## src/rtl/pwm_timer_pkg.sv

```systemverilog
package pwm_timer_pkg;

    // Register window (byte addresses)
    localparam int          REG_AW      = 8;
    localparam logic [7:0]  OFS_GLOBAL  = 8'h08;
    localparam logic [7:0]  OFS_CTRL    = 8'h10;
    localparam logic [7:0]  OFS_COUNT   = 8'h14;
    localparam logic [7:0]  OFS_PERIOD  = 8'h18;
    localparam logic [7:0]  OFS_CH_BASE = 8'h20;
    localparam logic [7:0]  CH_STRIDE   = 8'h08;
    localparam logic [7:0]  OFS_CH_VAL  = 8'h04;

    // Control register fields
    localparam int          CTRL_PS_LSB = 0;
    localparam int          CTRL_CM_LSB = 3;
    localparam int          CTRL_CM_W   = 2;
    localparam logic [1:0]  CM_RUN      = 2'b01;

    // Channel control register bit positions
    localparam int CH_FLAG_BIT = 7;
    localparam int CH_MB_BIT   = 5;
    localparam int CH_MA_BIT   = 4;
    localparam int CH_LB_BIT   = 3;
    localparam int CH_LA_BIT   = 2;

    typedef enum logic [0:0] {
        CNT_IDLE = 1'b0,
        CNT_RUN  = 1'b1
    } cnt_state_e;

    typedef struct packed {
        logic mb;
        logic ma;
        logic lb;
        logic la;
    } ch_mode_t;

    typedef enum logic [1:0] {
        OUT_OFF       = 2'd0,
        OUT_HIGH_TRUE = 2'd1,
        OUT_LOW_TRUE  = 2'd2
    } out_kind_e;

    function automatic out_kind_e decode_mode(input ch_mode_t m);
        if ({m.mb, m.ma} != 2'b10)      return OUT_OFF;
        else if ({m.lb, m.la} == 2'b10) return OUT_HIGH_TRUE;
        else if ({m.lb, m.la} == 2'b01) return OUT_LOW_TRUE;
        else                            return OUT_OFF;
    endfunction

    function automatic logic [7:0] ch_csr_addr(input int idx);
        return OFS_CH_BASE + 8'(idx) * CH_STRIDE;
    endfunction

    function automatic logic [7:0] ch_val_addr(input int idx);
        return OFS_CH_BASE + 8'(idx) * CH_STRIDE + OFS_CH_VAL;
    endfunction

endpackage

```

## src/rtl/pwm_timer_counter.sv

```systemverilog
module pwm_timer_counter
    import pwm_timer_pkg::*;
#(
    parameter int CNT_W = 16,
    parameter int PS_W  = 3
) (
    input  logic                 clk,
    input  logic                 rst_n,
    input  logic                 ctrl_wr,
    input  logic [PS_W-1:0]      ctrl_ps,
    input  logic [CTRL_CM_W-1:0] ctrl_cm,
    input  logic                 period_wr,
    input  logic [CNT_W-1:0]     period_wdata,
    output logic                 running,
    output logic                 force_lvl,
    output logic                 tick,
    output logic                 reload,
    output logic [CNT_W-1:0]     cnt,
    output logic [CNT_W-1:0]     next_cnt,
    output logic [CNT_W-1:0]     mod_act,
    output logic [CNT_W-1:0]     mod_buf,
    output logic [PS_W-1:0]      ps_q,
    output logic [CTRL_CM_W-1:0] cm_q
);

    localparam int DIV_W = (1 << PS_W) - 1;

    cnt_state_e       state_q, state_d;
    logic             go, halt;
    logic [DIV_W-1:0] div_q, div_lim;

    // Next-state and transition decode
    always_comb begin
        state_d = state_q;
        go      = 1'b0;
        halt    = 1'b0;
        unique case (state_q)
            CNT_IDLE: begin
                if (ctrl_wr && ctrl_cm == CM_RUN) begin
                    state_d = CNT_RUN;
                    go      = 1'b1;
                end
            end
            CNT_RUN: begin
                if (ctrl_wr && ctrl_cm != CM_RUN) begin
                    state_d = CNT_IDLE;
                    halt    = 1'b1;
                end
            end
            default: state_d = CNT_IDLE;
        endcase
    end

    // State register
    always_ff @(posedge clk or negedge rst_n) begin
        if (!rst_n) state_q <= CNT_IDLE;
        else        state_q <= state_d;
    end

    // Outputs of the sequencer
    always_comb begin
        running   = (state_q == CNT_RUN);
        force_lvl = go | halt;
        div_lim   = ~({DIV_W{1'b1}} << ps_q);
        tick      = running && (div_q == div_lim);
        reload    = tick && (cnt == mod_act);
        next_cnt  = reload ? '0 : cnt + CNT_W'(1);
    end

    // Control fields
    always_ff @(posedge clk or negedge rst_n) begin
        if (!rst_n) begin
            ps_q <= '0;
            cm_q <= '0;
        end else if (ctrl_wr) begin
            ps_q <= ctrl_ps;
            cm_q <= ctrl_cm;
        end
    end

    // Prescale divider
    always_ff @(posedge clk or negedge rst_n) begin
        if (!rst_n)                 div_q <= '0;
        else if (!running || ctrl_wr || tick) div_q <= '0;
        else                        div_q <= div_q + DIV_W'(1);
    end

    // Counter
    always_ff @(posedge clk or negedge rst_n) begin
        if (!rst_n)    cnt <= '0;
        else if (tick) cnt <= next_cnt;
    end

    // Period limit with reload-time transfer
    always_ff @(posedge clk or negedge rst_n) begin
        if (!rst_n) begin
            mod_buf <= '1;
            mod_act <= '1;
        end else begin
            if (period_wr) mod_buf <= period_wdata;
            if (period_wr && !running) mod_act <= period_wdata;
            else if (reload)           mod_act <= mod_buf;
        end
    end

endmodule

```

## src/rtl/pwm_timer_channel.sv

```systemverilog
module pwm_timer_channel
    import pwm_timer_pkg::*;
#(
    parameter int CNT_W = 16
) (
    input  logic             clk,
    input  logic             rst_n,
    input  logic             running,
    input  logic             tick,
    input  logic             reload,
    input  logic             force_all,
    input  logic [CNT_W-1:0] next_cnt,
    input  logic             csr_wr,
    input  logic             csr_wflag,
    input  ch_mode_t         csr_wmode,
    input  logic             val_wr,
    input  logic [CNT_W-1:0] val_wdata,
    output logic [7:0]       csr_rd,
    output logic [CNT_W-1:0] val_rd,
    output logic             pwm
);

    ch_mode_t         mode_q;
    logic             flag_q;
    logic             phase_q;
    logic [CNT_W-1:0] val_buf, val_act, cmp_val;
    logic             match;

    always_comb begin
        cmp_val = reload ? val_buf : val_act;
        match   = tick && (next_cnt == cmp_val);
    end

    // Mode bits
    always_ff @(posedge clk or negedge rst_n) begin
        if (!rst_n)      mode_q <= '0;
        else if (csr_wr) mode_q <= csr_wmode;
    end

    // Flag: set by match, cleared by write-one; set wins
    always_ff @(posedge clk or negedge rst_n) begin
        if (!rst_n)                     flag_q <= 1'b0;
        else if (match)                 flag_q <= 1'b1;
        else if (csr_wr && csr_wflag)   flag_q <= 1'b0;
    end

    // Compare value with reload-time transfer
    always_ff @(posedge clk or negedge rst_n) begin
        if (!rst_n) begin
            val_buf <= '0;
            val_act <= '0;
        end else begin
            if (val_wr) val_buf <= val_wdata;
            if (val_wr && !running) val_act <= val_wdata;
            else if (reload)        val_act <= val_buf;
        end
    end

    // Active-phase bit: forced, cleared on match, set on reload
    always_ff @(posedge clk or negedge rst_n) begin
        if (!rst_n)                  phase_q <= 1'b0;
        else if (force_all || csr_wr) phase_q <= 1'b1;
        else if (match)              phase_q <= 1'b0;
        else if (reload)             phase_q <= 1'b1;
    end

    // Pin and readback
    always_comb begin
        unique case (decode_mode(mode_q))
            OUT_HIGH_TRUE: pwm = phase_q;
            OUT_LOW_TRUE:  pwm = ~phase_q;
            default:       pwm = 1'b0;
        endcase
        csr_rd = '0;
        csr_rd[CH_FLAG_BIT] = flag_q;
        csr_rd[CH_MB_BIT]   = mode_q.mb;
        csr_rd[CH_MA_BIT]   = mode_q.ma;
        csr_rd[CH_LB_BIT]   = mode_q.lb;
        csr_rd[CH_LA_BIT]   = mode_q.la;
        val_rd = val_buf;
    end

endmodule

```

## src/rtl/shared_pwm_timer.sv

```systemverilog
module shared_pwm_timer
    import pwm_timer_pkg::*;
#(
    parameter int NCH   = 6,
    parameter int CNT_W = 16,
    parameter int PS_W  = 3
) (
    input  logic              clk,
    input  logic              rst_n,
    input  logic              bus_sel,
    input  logic              bus_we,
    input  logic [REG_AW-1:0] bus_addr,
    input  logic [CNT_W-1:0]  bus_wdata,
    output logic [CNT_W-1:0]  bus_rdata,
    output logic [NCH-1:0]    pwm_out
);

    localparam int DATA_W = CNT_W;

    logic                 wr;
    logic                 ctrl_wr, period_wr;
    logic                 running, force_lvl, cnt_tick, cnt_reload;
    logic [CNT_W-1:0]     cnt_value, next_cnt, mod_active, mod_buf;
    logic [PS_W-1:0]      ps_q;
    logic [CTRL_CM_W-1:0] cm_q;
    ch_mode_t             wr_mode;

    logic [7:0]       ch_csr_rd [NCH];
    logic [CNT_W-1:0] ch_val_rd [NCH];

    always_comb begin
        wr        = bus_sel && bus_we;
        ctrl_wr   = wr && (bus_addr == OFS_CTRL);
        period_wr = wr && (bus_addr == OFS_PERIOD);
        wr_mode   = '{mb: bus_wdata[CH_MB_BIT], ma: bus_wdata[CH_MA_BIT],
                      lb: bus_wdata[CH_LB_BIT], la: bus_wdata[CH_LA_BIT]};
    end

    pwm_timer_counter #(.CNT_W(CNT_W), .PS_W(PS_W)) u_counter (
        .clk          (clk),
        .rst_n        (rst_n),
        .ctrl_wr      (ctrl_wr),
        .ctrl_ps      (bus_wdata[CTRL_PS_LSB +: PS_W]),
        .ctrl_cm      (bus_wdata[CTRL_CM_LSB +: CTRL_CM_W]),
        .period_wr    (period_wr),
        .period_wdata (bus_wdata),
        .running      (running),
        .force_lvl    (force_lvl),
        .tick         (cnt_tick),
        .reload       (cnt_reload),
        .cnt          (cnt_value),
        .next_cnt     (next_cnt),
        .mod_act      (mod_active),
        .mod_buf      (mod_buf),
        .ps_q         (ps_q),
        .cm_q         (cm_q)
    );

    for (genvar i = 0; i < NCH; i++) begin : g_ch
        localparam logic [7:0] CSR_A = ch_csr_addr(i);
        localparam logic [7:0] VAL_A = ch_val_addr(i);
        logic csr_wr_i, val_wr_i;
        assign csr_wr_i = wr && (bus_addr == CSR_A);
        assign val_wr_i = wr && (bus_addr == VAL_A);

        pwm_timer_channel #(.CNT_W(CNT_W)) u_ch (
            .clk       (clk),
            .rst_n     (rst_n),
            .running   (running),
            .tick      (cnt_tick),
            .reload    (cnt_reload),
            .force_all (force_lvl),
            .next_cnt  (next_cnt),
            .csr_wr    (csr_wr_i),
            .csr_wflag (bus_wdata[CH_FLAG_BIT]),
            .csr_wmode (wr_mode),
            .val_wr    (val_wr_i),
            .val_wdata (bus_wdata),
            .csr_rd    (ch_csr_rd[i]),
            .val_rd    (ch_val_rd[i]),
            .pwm       (pwm_out[i])
        );
    end

    // Read mux
    always_comb begin
        bus_rdata = '0;
        if (bus_addr == OFS_GLOBAL)      bus_rdata = DATA_W'(NCH);
        else if (bus_addr == OFS_CTRL)   bus_rdata = DATA_W'({cm_q, ps_q});
        else if (bus_addr == OFS_COUNT)  bus_rdata = cnt_value;
        else if (bus_addr == OFS_PERIOD) bus_rdata = mod_buf;
        for (int i = 0; i < NCH; i++) begin
            if (bus_addr == ch_csr_addr(i)) bus_rdata = DATA_W'(ch_csr_rd[i]);
            if (bus_addr == ch_val_addr(i)) bus_rdata = ch_val_rd[i];
        end
    end

endmodule

```

## config.mk

```make
export PLATFORM = sky130hd
export DESIGN_NAME = shared_pwm_timer
export DESIGN_NICKNAME = d
export VERILOG_FILES = /design/src/rtl/pwm_timer_pkg.sv /design/src/rtl/pwm_timer_counter.sv /design/src/rtl/pwm_timer_channel.sv /design/src/rtl/shared_pwm_timer.sv
export SDC_FILE = /design/constraint.sdc
export NUM_CORES = 1
export LEC_CHECK = 0
export CAP_MARGIN = 20
export CORE_ASPECT_RATIO = 1.4
export CORE_UTILIZATION = 25
export DETAILED_ROUTE_END_ITERATION = 6
export DONT_BUFFER_PORTS = 1
export SLEW_MARGIN = 20
export SYNTH_ARGS = -nofsm -noshare
export SYNTH_HDL_FRONTEND = slang
export SYNTH_SLANG_ARGS = --single-unit
```

## constraint.sdc

```tcl
create_clock -name clk -period 3.5 [get_ports clk]
set_clock_uncertainty 0.15 [all_clocks]
set_input_delay 0.175 -clock clk [delete_from_list [all_inputs] [get_ports clk]]
set_output_delay 0.175 -clock clk [all_outputs]
set_load 0.05 [all_outputs]
```

Word level (Yosys, flattened, before mapping)
Cells that the tools add are included.
{ "op_classes": {"n_addsub": 2, "n_eq_ne": 56, "n_shift": 1, "mux": 87, "bitwise_logic": 9, "n_reduce_logical": 60} }
{ "ops": {"columns": ["operator", "n"], "rows": [
  ["2-to-1 mux 16 bit", 31],
  ["equality test 16 bit", 7],
  ["equality test 8 x 6 -> 1 bit, second input constant", 8],
  ["logical AND 1 bit", 38],
  ["2-to-1 mux 2 bit", 18],
  ["equality test 8 x 7 -> 1 bit, second input constant", 4],
  ["2-to-1 mux 1 bit", 30],
  ["equality test 2 x 1 -> 1 bit, second input constant", 13],
  ["equality test 2 bit, second input constant", 12],
  ["equality test 8 x 5 -> 1 bit, second input constant", 3],
  ["nonzero test 3 bit", 6],
  ["adder 16 x 1 -> 16 bit, second input constant", 1],
  ["one-hot mux 1 bit (2 select lines)", 7],
  ["nonzero test 2 bit", 7],
  ["inequality test 2 bit, second input constant", 6],
  ["equality test 8 x 4 -> 1 bit, second input constant", 1],
  ["logical OR 1 bit", 8],
  ["adder 7 x 1 -> 7 bit, second input constant", 1],
  ["equality test 7 bit", 1],
  ["2-to-1 mux 7 bit", 1],
  ["NOT 1 bit", 7],
  ["NOT 7 bit", 1],
  ["left shift 7 x 3 -> 7 bit, first input constant", 1],
  ["inequality test 2 x 1 -> 1 bit, second input constant", 1],
  ["other kinds (2)", 2]
]} }
{ "word_totals": {"regBits": 289, "in_bits": 28} }

Depth between registers and ports, before layout
Gate-level depths: netlist of the first run.
{ "logic_depth": {"word_depth": 17, "mapped_depth": 12} }

Modules after synthesis
Synthesis of the first run repeated with hierarchy kept, for this count alone.
{ "unflattened": {"cells_unflattened": 1544, "hier_area_um2": 16356.9} }
{ "by_module_without_submodules": {"columns": ["mod", "instances", "cells_each", "area_per_inst_um2", "seq_area_each_um2"], "rows": [
  ["pwm_timer_channel", 6, 150, 1818.0, 950.9],
  ["pwm_timer_counter", 1, 337, 3430.8, 1566.5],
  ["shared_pwm_timer", 1, 307, 2018.2, 0.0]
]} }

Worst setup path before layout of the first run
OpenSTA, ideal clock, no wires.
{ "synth_path": {"kind": "input port to output port", "start": "in bus_addr[5]", "end": "out bus_rdata[4]", "arrival_ps": 3115, "slack_ps": 60, "stages": 9, "cell_sequence": "buf_2 or4b_1 nor3_1 o21ai_0 o21ai_0 o221ai_1 a31oi_1 o221ai_1 a222oi_1"} }
{ "synth_between": {"elab_chain_cells": 17, "word_cells_on_any_way": 32, "classes_between": "eq/ne: 16; mux: 16"} }
{ "synth_lines": {"columns": ["element", "line", "source"], "rows": [
  ["start, declared", "shared_pwm_timer.sv:12", "input logic [REG_AW-1:0] bus_addr,"],
  ["equality test 8 x 5 -> 1 bit", "shared_pwm_timer.sv:91", "else if (bus_addr == OFS_PERIOD) bus_rdata = mod_buf;"],
  ["2-to-1 mux 16 bit", "shared_pwm_timer.sv:91", null],
  ["2-to-1 mux 16 bit", "shared_pwm_timer.sv:90", "else if (bus_addr == OFS_COUNT) bus_rdata = cnt_value;"],
  ["2-to-1 mux 16 bit", "shared_pwm_timer.sv:89", "else if (bus_addr == OFS_CTRL) bus_rdata = DATA_W'({cm_q, ps_q});"],
  ["2-to-1 mux 16 bit", "shared_pwm_timer.sv:88", "if (bus_addr == OFS_GLOBAL) bus_rdata = DATA_W'(NCH);"],
  ["2-to-1 mux 16 bit", "shared_pwm_timer.sv:93", "if (bus_addr == ch_csr_addr(i)) bus_rdata = DATA_W'(ch_csr_rd[i]);"],
  ["2-to-1 mux 16 bit", "shared_pwm_timer.sv:94", "if (bus_addr == ch_val_addr(i)) bus_rdata = ch_val_rd[i];"],
  ["2-to-1 mux 16 bit", "shared_pwm_timer.sv:93", null],
  ["2-to-1 mux 16 bit", "shared_pwm_timer.sv:94", null],
  ["2-to-1 mux 16 bit", "shared_pwm_timer.sv:93", null],
  ["2-to-1 mux 16 bit", "shared_pwm_timer.sv:94", null],
  ["2-to-1 mux 16 bit", "shared_pwm_timer.sv:93", null],
  ["2-to-1 mux 16 bit", "shared_pwm_timer.sv:94", null],
  ["2-to-1 mux 16 bit", "shared_pwm_timer.sv:93", null],
  ["2-to-1 mux 16 bit", "shared_pwm_timer.sv:94", null],
  ["2-to-1 mux 16 bit", "shared_pwm_timer.sv:93", null],
  ["2-to-1 mux 16 bit (*)", "shared_pwm_timer.sv:94", null],
  ["end, declared", "shared_pwm_timer.sv:14", "output logic [CNT_W-1:0] bus_rdata,"]
]} }
Every way passes the cells marked *; elsewhere a longest branch is shown, timed or not.

Final worst setup path of the first run
{ "layout_path": {"start": "reg u_counter.mod_buf[4]", "end": "out bus_rdata[4]"} }
{ "layout_between": {"elab_chain_cells": 16} }
{ "layout_lines": {"columns": ["element", "line", "source"], "rows": [
  ["start, declared", "pwm_timer_counter.sv:21", "output logic [CNT_W-1:0] mod_buf,"],
  ["start signal, assigned", "pwm_timer_counter.sv:100", "if (period_wr) mod_buf <= period_wdata;"],
  ["2-to-1 mux 16 bit", "shared_pwm_timer.sv:91", null],
  ["2-to-1 mux 16 bit", "shared_pwm_timer.sv:90", null],
  ["2-to-1 mux 16 bit", "shared_pwm_timer.sv:89", null],
  ["2-to-1 mux 16 bit", "shared_pwm_timer.sv:88", null],
  ["2-to-1 mux 16 bit", "shared_pwm_timer.sv:93", null],
  ["2-to-1 mux 16 bit", "shared_pwm_timer.sv:94", null],
  ["2-to-1 mux 16 bit", "shared_pwm_timer.sv:93", null],
  ["2-to-1 mux 16 bit", "shared_pwm_timer.sv:94", null],
  ["2-to-1 mux 16 bit", "shared_pwm_timer.sv:93", null],
  ["2-to-1 mux 16 bit", "shared_pwm_timer.sv:94", null],
  ["2-to-1 mux 16 bit", "shared_pwm_timer.sv:93", null],
  ["2-to-1 mux 16 bit", "shared_pwm_timer.sv:94", null],
  ["2-to-1 mux 16 bit", "shared_pwm_timer.sv:93", null],
  ["2-to-1 mux 16 bit", "shared_pwm_timer.sv:94", null],
  ["2-to-1 mux 16 bit", "shared_pwm_timer.sv:93", null],
  ["2-to-1 mux 16 bit", "shared_pwm_timer.sv:94", null]
]} }
No other way between the ends.

==> impl_results.md, run 1 <==
- Rows: ~110
- Post-route setup TNS: 0 ns
- Number of synthesized flops with an enable pin: 0
- Gr ovfl total: 0
- GPL Wtd Cong: about 0.99
- # DRC: 0
- CP required: about 3.2 ns
- Final setup fails: 0
- Compound-Gate Fraction of Synth Area: a little over an eighth
- Vias in the first global route: 13,338
- Post-CTS Hold Fix Bufs: 27
- RSZ-0062 raised after global routing: no
- Pin count of the biggest net entering global routing: 290
- Post-Synth XOR/XNOR Area: approximately 7%
- Most frequent cells in the layout: 256 x dfrtp_1, 234 x nand2_1, 136 x mux2_2
- Initial Util: 25.27%
- Yosys warns: 0
- Final Hold Vio Count: 289
- Static leakage: 7.333 nW
- WL/cell: 23.64 um
- Largest family of logic cells by synthesized area: simple AND/OR/NAND/NOR gates
- Post-synthesis mux area share: 14.02%
- Die Ht: 300.6 um
- Initial antenna violation count: 1
- Layout cells sized above 1: 21.33%
- Drt first pass iters: 6
- Crit path kind: reg2out
- Slew Limit Fails: 0
- Worst Path Max Fanout: 2
- Area grow syn2layout: 17.01%
- TritonCTS clock tree: done
- Post-Route WL: 59,600 um
- Fin crit period: 3.406 ns
- Synth async-reset ratio: 100.0%
- Fmax achieved: roughly 0.29 GHz
- DP Wirelength: 42,960 um
- Worst-skew pair later-pin latency: 0.56 ns
- Clk root buf: clkbuf_16
- DR vias: 13,338
- Worst-margin pin slew: 1.114 ns
- Post-synthesis cell type count: 76
- Max VDD drop: 0.0003369 V
- First-pass GRT wire length: 88,930 um
- Seq/Total Area, Yosys: 45.68%
- Post-Synth Adder-Cell Area: less than 1%
- CTS sink cnt: 289
- Remaining antenna violation count after routing: 0
- Most common cell after layout, fill and taps aside: dfrtp_1
- MaxCap Viol Count: 0
- WP data arrival: 3.08 ns
- DIE AREA: 64,710 um2
- Startpoint types: register
- Nets@finish: ~1,700
- I/O Pins: 50
- Synthesized Nets: 1,666
- Worst min-delay path category: in2async
- H-tree levels: 1
- Num CTS Buffers: 29
- Crit path from: u_counter.mod_buf[4]
- Reg clk slew, reported paths: 0.06 ns
- Period utilization: 97.30%
- Main synth FF type: dfrtp_1
- CORE AREA: 63,010 um2
- WHS: -0.8015 ns
- Simple-gate portion of the synthesized area: between 10% and 20%
- Port Buf Inserts: 0
- GRT Overall Usage: 18.26%
- Reg2reg start: u_counter.ps_q[2]
- Slew margin rel.: about a quarter
- Failing checks: hold timing
- Post-Syn Area: between 15,000 and 20,000 um2
- Syn Inst Count: ~1,600
- Via density: 5.291
- Power Dens Cells: 391.7 nW/um2
- Clk buf depth: 3
- Outcome: complete, but fails checks
- CP endpoint kind: output pin
- First DRT Iteration DRCs: 1,251
- Horiz. Die Dim: 215.3 um
- Syn avg cell area: 9.731 um2
- Register bit total from synthesis: a little under 300
[state kept, by name, summed over array words and instances, names as in the netlist, 6 cells and up, named ones only]
name / cells
g_ch.u_ch.val_rd: 96
g_ch.u_ch.csr_rd: 24
u_counter.mod_act: 16
g_ch.u_ch.phase_q: 6
g_ch.u_ch.flag_q: 6
u_counter.cnt: 16
u_counter.div_q: 7
g_ch.u_ch.val_act: 96
u_counter.mod_buf: 16
[stage by stage]
step / instance area (um2) / power [mW] / setup slack, ns / std cells / util, %
finish: 18630 / 7.297 / 0.09441 / 2521 / 29.56
CTS: 18600 / 7.339 / 0.04527 / 2520 / 29.52
global placement: 17330 / 4.015 / 0.2505 / 2441 / 27.50
global route: 18630 / 7.512 / 0.006886 / 2521 / 29.56
floorplan: 15920 / 3.893 / 0.06006 / 1636 / -
detailed placement: 17330 / 4.022 / 0.2044 / 2441 / 27.50
[cells by family (layout without fill, tap and decap cells)]
| family | count (synthesis) | in the layout |
|---|---|---|
| simple gates | 541 | 541 |
| compound gates | 337 | 337 |
| flops | 289 | 289 |
| mux | 206 | 206 |
| buf+inv | 141 | 193 |
| xor+xnor | 120 | 120 |
| fa+ha+maj | 2 | 2 |
| other cells | 0 | 1 |
[critical path, stage by stage (launching register included)]
cell and delay [ns]:
dfstp_2 0.52, inv_1 0.05, a21oi_1 0.14, o21ai_0 0.14, o21ai_0 0.20, o221ai_1 0.23
a31oi_1 0.25, o221ai_1 0.20, a222oi_1 0.44, buf_4 0.19, buf_6 0.15
[worst paths after layout]
path                                             to  slack (ns)  cells after the start
setup / recovery                       bus_rdata[4]        0.09                     10
hold / removal              g_ch[5].u_ch.val_rd[15]       -0.80                      0
setup reg to reg               g_ch[5].u_ch.phase_q        0.12                     10
hold reg to reg                   u_counter.cm_q[1]        0.36                      1
max in group asynchronous  g_ch[2].u_ch.val_act[10]        3.18                      0
min in group clk               g_ch[0].u_ch.phase_q        0.02                      4
[cells in the mapped netlist (all sizes together), types with 43 or more instances]
master	count	area (um2)
xor2	61	534.3
mux2i	70	700.7
clkbuf	86	322.8
nor2	129	486.7
a21oi	43	215.2
nand2	235	882.1
o21ai	131	655.6
dfrtp	257	6431
mux2	136	1531
nand3	45	230.2
a31oi	49	306.5
xnor2	56	543.0
[layout make-up]
class | instances | area (um2)
antenna | 1 | 2.502
clock buffer | 43 | 878.3
clock inverter | 8 | 90.09
fill | 6585 | 44380
inverter | 14 | 52.55
multi-input combinational | 1206 | 8103
sequential | 289 | 7273
tap | 832 | 1041
timing repair buffer | 128 | 1187
[what timing repair did]
| item | CTS | global route |
|---|---|---|
| hold endpoints to repair | 547 | 289 |
| pin swaps | 1 | 0 |
| setup endpoints to repair | 1 | 3 |
| gates resized for setup | 1 | 3 |
| buffers inserted | 1 | 0 |
[power breakdown]
group / internal [mW] / switching [mW] / total, mW
registers: 3.45 / 0.127 / 3.58
logic: 0.198 / 0.292 / 0.491
clock network: 1.87 / 1.36 / 3.23
total: 5.52 / 1.78 / 7.30
[metal layers]
layer | GRT usage, % | wire (um)
met1 | 20.51 | 21910
met5 | 0 | 0
met2 | 32.83 | 30280
met4 | 11.92 | 4371
met3 | 1.818 | 3033
(Power assumes the default switching activity.)
==> run 2, diff against run 1 <==
--- a/config.mk
+++ b/config.mk
@@ -5,6 +5,7 @@
 export SDC_FILE = /design/constraint.sdc
 export NUM_CORES = 1
 export LEC_CHECK = 0
+export ABC_AREA = 1
 export CAP_MARGIN = 20
 export CORE_ASPECT_RATIO = 1.4
 export CORE_UTILIZATION = 25
==> run 2 against run 1 <==
Effect of this change: sequential cell count unchanged; critical path type is now reg2reg; sequential share of layout area decreased by 0.84 points; power increased by 27%; core utilization decreased by 0.078 points; die area increased by 3.0%; sequential power increased by 11%; synthesized cell count increased by 46%; synthesized area increased by 3.1%; the run still ends with hold timing left; maximum frequency increased by 4.0%.
==> impl_results.md, run 2 <==
- Power Dens Cells: approximately 500 nW/um2
- Register area: 7272 um2
- Static leakage: about 8.6 nW
- Placed Cells: 3,200
- Final setup fails: 0
- Number of synthesized flops with an enable pin: 0
- Worst r2r dst: g_ch[5].u_ch.phase_q
- Worst r2r path cells: 18
- Slew Limit Fails: 0
- Startpoint types: register
- Post-Route WL: a little over 60,000 um
- Post-synth top cells: 838 x nand2_1, 293 x o21ai_0, 281 x inv_1
- Worst Path Max Fanout: 26
- CTS sink cnt: 289
- Worst min-delay path category: in2async
- CP max-delay cell: dfrtp_1
- Reg clk slew, reported paths: 0.06 ns
- Gr ovfl total: 0
- Most frequent cells in the layout: 838 x nand2_1, 290 x o21ai_0, 281 x inv_1
- Worst-margin pin slew: 1.102 ns
- Fillers: between 6,000 and 7,000
- I/O Pins: 50
- GRT Overall Usage: between 10% and 20%
- Buf+Inv Stages, Crit Path: 2
- First-pass GRT wire length: 93,600 um
- DP Area: around 18,000 um2
- Main synth FF type: dfrtp_1
- WHS: -0.8367 ns
- Reg2reg start: u_counter.cnt[9]
- Horiz. Die Dim: 218.5 um
- Vias in the first global route: 15,118
- Period utilization: 93.57%
- Syn avg cell area: about 6.9 um2
- TritonCTS clock tree: done
- Die Ht: 305.1 um
- CP endpoint kind: register
- Final Hold Vio Count: about 290
- Util after Layout: between 20 and 30%
- Seq/Total Area, Yosys: 44.32%
- Synthesized Nets: approximately 2,400
- Fin crit period: 3.275 ns
- Clk root buf: clkbuf_16
- Most common cell after layout, fill and taps aside: nand2_1
- Num CTS Buffers: 30
- Post-synthesis cell type count: 42
- Clk buf depth: 3
- Post-Syn Area: 16,410 um2
- Non-Filler Instances: 3,269
- Register bit total from synthesis: 289
- Synth top area share: 39.19%
- Crit path depth: 18
- Remaining antenna violation count after routing: 0
- Initial Util: 25.42%
- Finished layout cell area: 19,030 um2
- Slew margin rel.: 26.10%
- DP Wirelength: approximately 45,000 um
- Syn Inst Count: 2,387
- MaxCap Viol Count: 0
- Failing checks: hold timing
- Yosys warns: 0
- RSZ-0062 raised after global routing: no
- Crit path kind: reg2reg
- Drt first pass iters: 6
- # DRC: 0
- Most frequent CP cell: nand2_1
- WL/cell: 18.98 um
- Cell taking the most area after synthesis: dfrtp_1
- Area grow syn2layout: 16.00%
- CP required: 3.82 ns
- Synth area leaders: dfrtp_1 39%, nand2_1 19%, o21ai_0 8.9%
- Top delay family on crit path: simple AND/OR/NAND/NOR gates
- DR vias: 15,718
- Post-route setup TNS: 0 ns
- Crit-path cells: xnor2_1, nand2_1, nor2_1, nand2_1, nor2_1, nand2_4, buf_12, buf_4, nand2_1, nand2_1, nand2_1, nand2_1, nor2_1, nand3_1, nor2_1, nand3_1, nand2_1, nand2_1
- Critical Path Sink: g_ch[5].u_ch.phase_q
- DIE AREA: between 60,000 and 70,000 um2
- Worst-skew pair later-pin latency: 0.58 ns
- Post-CTS Hold Fix Bufs: 16
- Outcome: complete, but fails checks
- Synth async-reset ratio: 100.0%
- Fmax achieved: a little over 0.3 GHz
- WP data arrival: 3.60 ns
- First DRT Iteration DRCs: 1,563
- Max VDD drop: ~0.00031 V
- Initial antenna violation count: 2
- Nets@finish: 2,438
- Crit path from: u_counter.cnt[9]
- Rows: 110
- Most frequent cell after synthesis: nand2_1
- Pin count of the biggest net entering global routing: just under 300
- R2R Setup Slk: 0.23 ns
- Via density: 4.808
- Port Buf Inserts: 0
- H-tree levels: 1
- Area occupied by multi-input gates: between 7000 and 8000 um2
- GPL Wtd Cong: 0.9253
- Layout cells sized above 1: a little under a tenth
- CORE AREA: around 65,000 um2
- CP max stage delay: between 0.4 and 0.5 ns
==> run 2: cell count changes after synthesis, moves of 46 or more <==
cell / change
o21ai_0: +162
nand3_1: +97
mux2_2: -136
xnor2_1: -46
nand2_1: +603
a31oi_1: -49
mux2i_1: -70
inv_1: +268
xor2_1: -46
==> run 2: logic make-up after synthesis <==
logic type	Yosys count	synth area share (%)
AO/OA/AOI/OAI	432	14.14
adder cells (fa/ha/maj)	2	0.1525
buffers and inverters	420	10.13
flip-flops	289	44.32
AND/OR/NAND/NOR	1226	30.30
XOR/XNOR	18	0.9609
==> run 2: worst min path at each step <==
stage	start	to	slack (ns)
4_1_cts	rst_n	g_ch[5].u_ch.val_rd[8]	-0.87
6_report	rst_n	g_ch[3].u_ch.val_rd[8]	-0.84
2_1_floorplan	rst_n	asynchronous set/reset pin	-0.27
3_5_place_dp	rst_n	g_ch[0].u_ch.val_rd[6]	-0.25
5_1_grt	rst_n	g_ch[3].u_ch.val_rd[8]	-0.85
3_3_place_gp	rst_n	g_ch[3].u_ch.val_rd[8]	-0.25
==> run 2: per-stage QoR <==
step / total power, mW / setup WS (ns)
after detailed placement: 5.839 / 0.1483
final: 9.282 / 0.2251
after global routing: 9.740 / 0.01186
after global placement: 5.829 / 0.1737
after floorplan: 5.337 / 0.9054
after CTS: 9.315 / 0.1382
==> run 2: area by class of cell <==
class | instances | share of cell area [%]
diodes | 1 | 0.01315
clock buffers | 41 | 4.694
clock inverters | 11 | 0.7297
inverters | 307 | 6.054
multi-input cells | 1678 | 39.67
flip-flops and latches | 289 | 38.21
well taps | 840 | 5.522
repair buffers | 102 | 5.108
==> run 2: report_power, final <==
part / internal (mW) / switching [mW] / leakage [nW]
logic: 0.662 / 1.21 / 4.81
registers: 3.78 / 0.190 / 3.30
clock network: 1.99 / 1.45 / 0.516
==> run 2: per-layer routing <==
metal	vias up	GRT usage, %	routed length (um)
met2	602	32.24	30590
li1	7574	-	-
met5	-	0	13
met3	163	2.345	3736
met4	2	10.52	3800
met1	7377	21.97	23890
==> run 2: worst reg2reg max path, cell delays in order (launching register included) <==
cell and delay [ns]:
dfrtp_1 0.48, xnor2_1 0.35, nand2_1 0.09, nor2_1 0.09
nand2_1 0.05, nor2_1 0.18, nand2_4 0.22, buf_12 0.24
buf_4 0.24, nand2_1 0.10, nand2_1 0.07, nand2_1 0.06
nand2_1 0.05, nor2_1 0.29, nand3_1 0.16, nor2_1 0.12
nand3_1 0.11, nand2_1 0.09, nand2_1 0.05
==> run 2: repair_timing <==
action                     in CTS  in global routing
hold endpoints to repair      530                289
setup endpoints to repair       0                  6
buffers inserted                0                  0
gates resized for setup         0                  3
==> run 3, diff against run 2 <==
==> constraint.sdc (replaced) <==
create_clock -name clk -period 3.1 [get_ports clk]
set_clock_uncertainty 0.15 [all_clocks]
set_input_delay 0.155 -clock clk [delete_from_list [all_inputs] [get_ports clk]]
set_output_delay 0.155 -clock clk [all_outputs]
set_load 0.05 [all_outputs]
==> run 3 against run 2 <==
Effect of this change: critical endpoint unchanged; core utilization rose by 1.7 points; critical path depth rose by 3; design area rose by 5.8%; power rose by 11%; the run still ends with hold timing left; maximum frequency rose by 9.0%; largest power group unchanged; via count rose by 2.4%; die area did not move.
==> impl_results.md, run 3 (same netlist as run 2, synthesis figures left out) <==
- Outcome: complete, but fails checks
- Failing checks: hold timing
- Clk buf depth: 3
- Most common cell after layout, fill and taps aside: nand2_1
- CORE AREA: 64,550 um2
- Vias in the first global route: between 15,000 and 20,000
- Final setup fails: 0
- WP data arrival: 3.32 ns
- WL/cell: around 18 um
- Crit path kind: reg2reg
- Fin crit period: 3.003 ns
- Initial antenna violation count: 1
- Reg2reg start: u_counter.mod_act[10]
- GPL Wtd Cong: 0.9303
- DP Area: 18,530 um2
- P_sw: 3.285 mW
- Worst-skew pair later-pin latency: 0.58 ns
- Worst Path Max Fanout: 7
- Reg clk slew, reported paths: 0.07 ns
- Post-Route WL: slightly above 60,000 um
- DIE AREA: ~67,000 um2
- MaxCap Viol Count: 0
- CP max stage delay: between 0.5 and 0.6 ns
- Period utilization: 96.88%
- Sw Share: between 30% and 40%
- CP endpoint kind: register
- Int Power: 7.051 mW
- Slew Limit Fails: 0
- Remaining antenna violation count after routing: 0
- Die Ht: approximately 300 um
- Layout cells sized above 1: 15.55%
- Area grow syn2layout: 22.78%
- Worst min-delay path category: in2async
- # DRC: 0
- Static leakage: 9.197 nW
- Num CTS Buffers: 29
- Crit-path cells: inv_2, nand2_2, nand2_2, nor2_2, nand2_1, nor2_2, nand2_2, nor2_4, buf_6, buf_12, buf_12, nand2_2, nand3_1, nand2_1, nor2_1, buf_4, nand3b_1, nor2_2, nand3_2, nand2_1, nand2_1
- N_diodes: 0
- Util after Layout: a little under a third
- Worst-margin pin slew: 1.072 ns
- CP max-delay cell: dfstp_2
- CP required: 3.42 ns
- Non-Filler Instances: 3,368
- Initial Util: 25.42%
- Rows: 110
- First DRT Iteration DRCs: 1,328
- Most frequent cells in the layout: 826 x nand2_1, 290 x o21ai_0, 280 x inv_1
- Power Dens Cells: 513.1 nW/um2
- Horiz. Die Dim: 218.5 um
- Post-CTS Hold Fix Bufs: 16
- Via density: 4.779
- Fillers: 6,819
- Drt first pass iters: 6
- Slew margin rel.: ~29%
- H-tree levels: 1
- Post-route setup TNS: 0 ns
- I/O Pins: 50
- Final Hold Vio Count: 289
- Crit path from: u_counter.mod_act[10]
- Seq pwr share: 43.3%
- Placed Cells: 3,281
- Comb pwr share: 22.0%
- Startpoint types: register
- Clk root buf: clkbuf_16
- DR vias: 16,094
- Max VDD drop: slightly below 0.0003 V
- DP Wirelength: 45,570 um
- Pin count of the biggest net entering global routing: 290
- First-pass GRT wire length: between 90,000 and 100,000 um
- TritonCTS clock tree: done
- Fmax achieved: ~0.33 GHz
- Nets@finish: 2,536
- Gr ovfl total: 0
- WHS: -0.8603 ns
- Finished layout cell area: 20,150 um2
- RSZ-0062 raised after global routing: yes
- CTS sink cnt: slightly below 300
- GRT Overall Usage: 18.32%
- Clock share of power: about a third
- Port Buf Inserts: 0
==> run 3: routing by layer <==
| metal | GRT usage, % | up-vias | share of wire [%] |
|---|---|---|---|
| li1 | - | 7755 | - |
| met1 | 20.94 | 7616 | 38 |
| met2 | 32.24 | 555 | 50 |
| met3 | 2.156 | 166 | 5.4 |
| met4 | 11.14 | 2 | 6.5 |
| met5 | 0 | - | 0.028 |
==> run 3: area by class of cell <==
class | count | area, um2 | share of cell area (%)
Timing Repair Buffer | 201 | 1899 | 9.428
Multi-Input combinational cell | 1678 | 7845 | 38.94
Inverter | 307 | 1152 | 5.720
Sequential cell | 289 | 7274 | 36.11
Clock buffer | 42 | 834.6 | 4.143
Tap cell | 840 | 1051 | 5.217
Clock inverter | 11 | 88.84 | 0.4410
==> run 3: what timing repair did <==
| action | in CTS | in global routing |
|---|---|---|
| cloned | 0 | 3 |
| hold endpoints to repair | 541 | 289 |
| buffers inserted | 2 | 13 |
| gates resized for setup | 8 | 84 |
| setup endpoints to repair | 10 | 17 |
| pin swaps | 1 | 43 |
==> run 3: metrics by stage <==
stage,total power [mW],setup WS (ns)
floorplan,6.026,0.5454
global placement,6.603,-0.2470
detailed placement,6.619,-0.2746
CTS,10.26,0.008093
global route,10.89,-0.07472
finish,10.34,0.09669
==> run 3: worst paths after layout <==
path | to | slack (ns) | cells after the start
setup / recovery | g_ch[5].u_ch.phase_q | 0.1 | 21
hold / removal | g_ch[1].u_ch.val_act[8] | -0.86 | 0
setup reg to reg | g_ch[5].u_ch.phase_q | 0.1 | 21
hold reg to reg | g_ch[0].u_ch.val_rd[6] | 0.34 | 2
max in group asynchronous | g_ch[5].u_ch.val_act[0] | 2.79 | 0
min in group clk | g_ch[0].u_ch.csr_rd[4] | 0.08 | 5
==> run 3: power groups by stage <==
stage / registers, mW / logic, mW / clock network (mW)
2_1_floorplan: 4.48 / 1.55 / 0
3_3_place_gp: 4.53 / 2.07 / 0
3_5_place_dp: 4.53 / 2.09 / 0
4_1_cts: 4.47 / 2.16 / 3.63
5_1_grt: 4.53 / 2.60 / 3.77
6_report: 4.47 / 2.28 / 3.59
==> run 3: worst max-delay path, delay by kind of cell, from the launching register on <==
| kind | cells | cell delay [ns] |
|---|---|---|
| buf+inv | 5 | 0.63 |
| simple gates | 16 | 1.57 |
| flops | 1 | 0.55 |
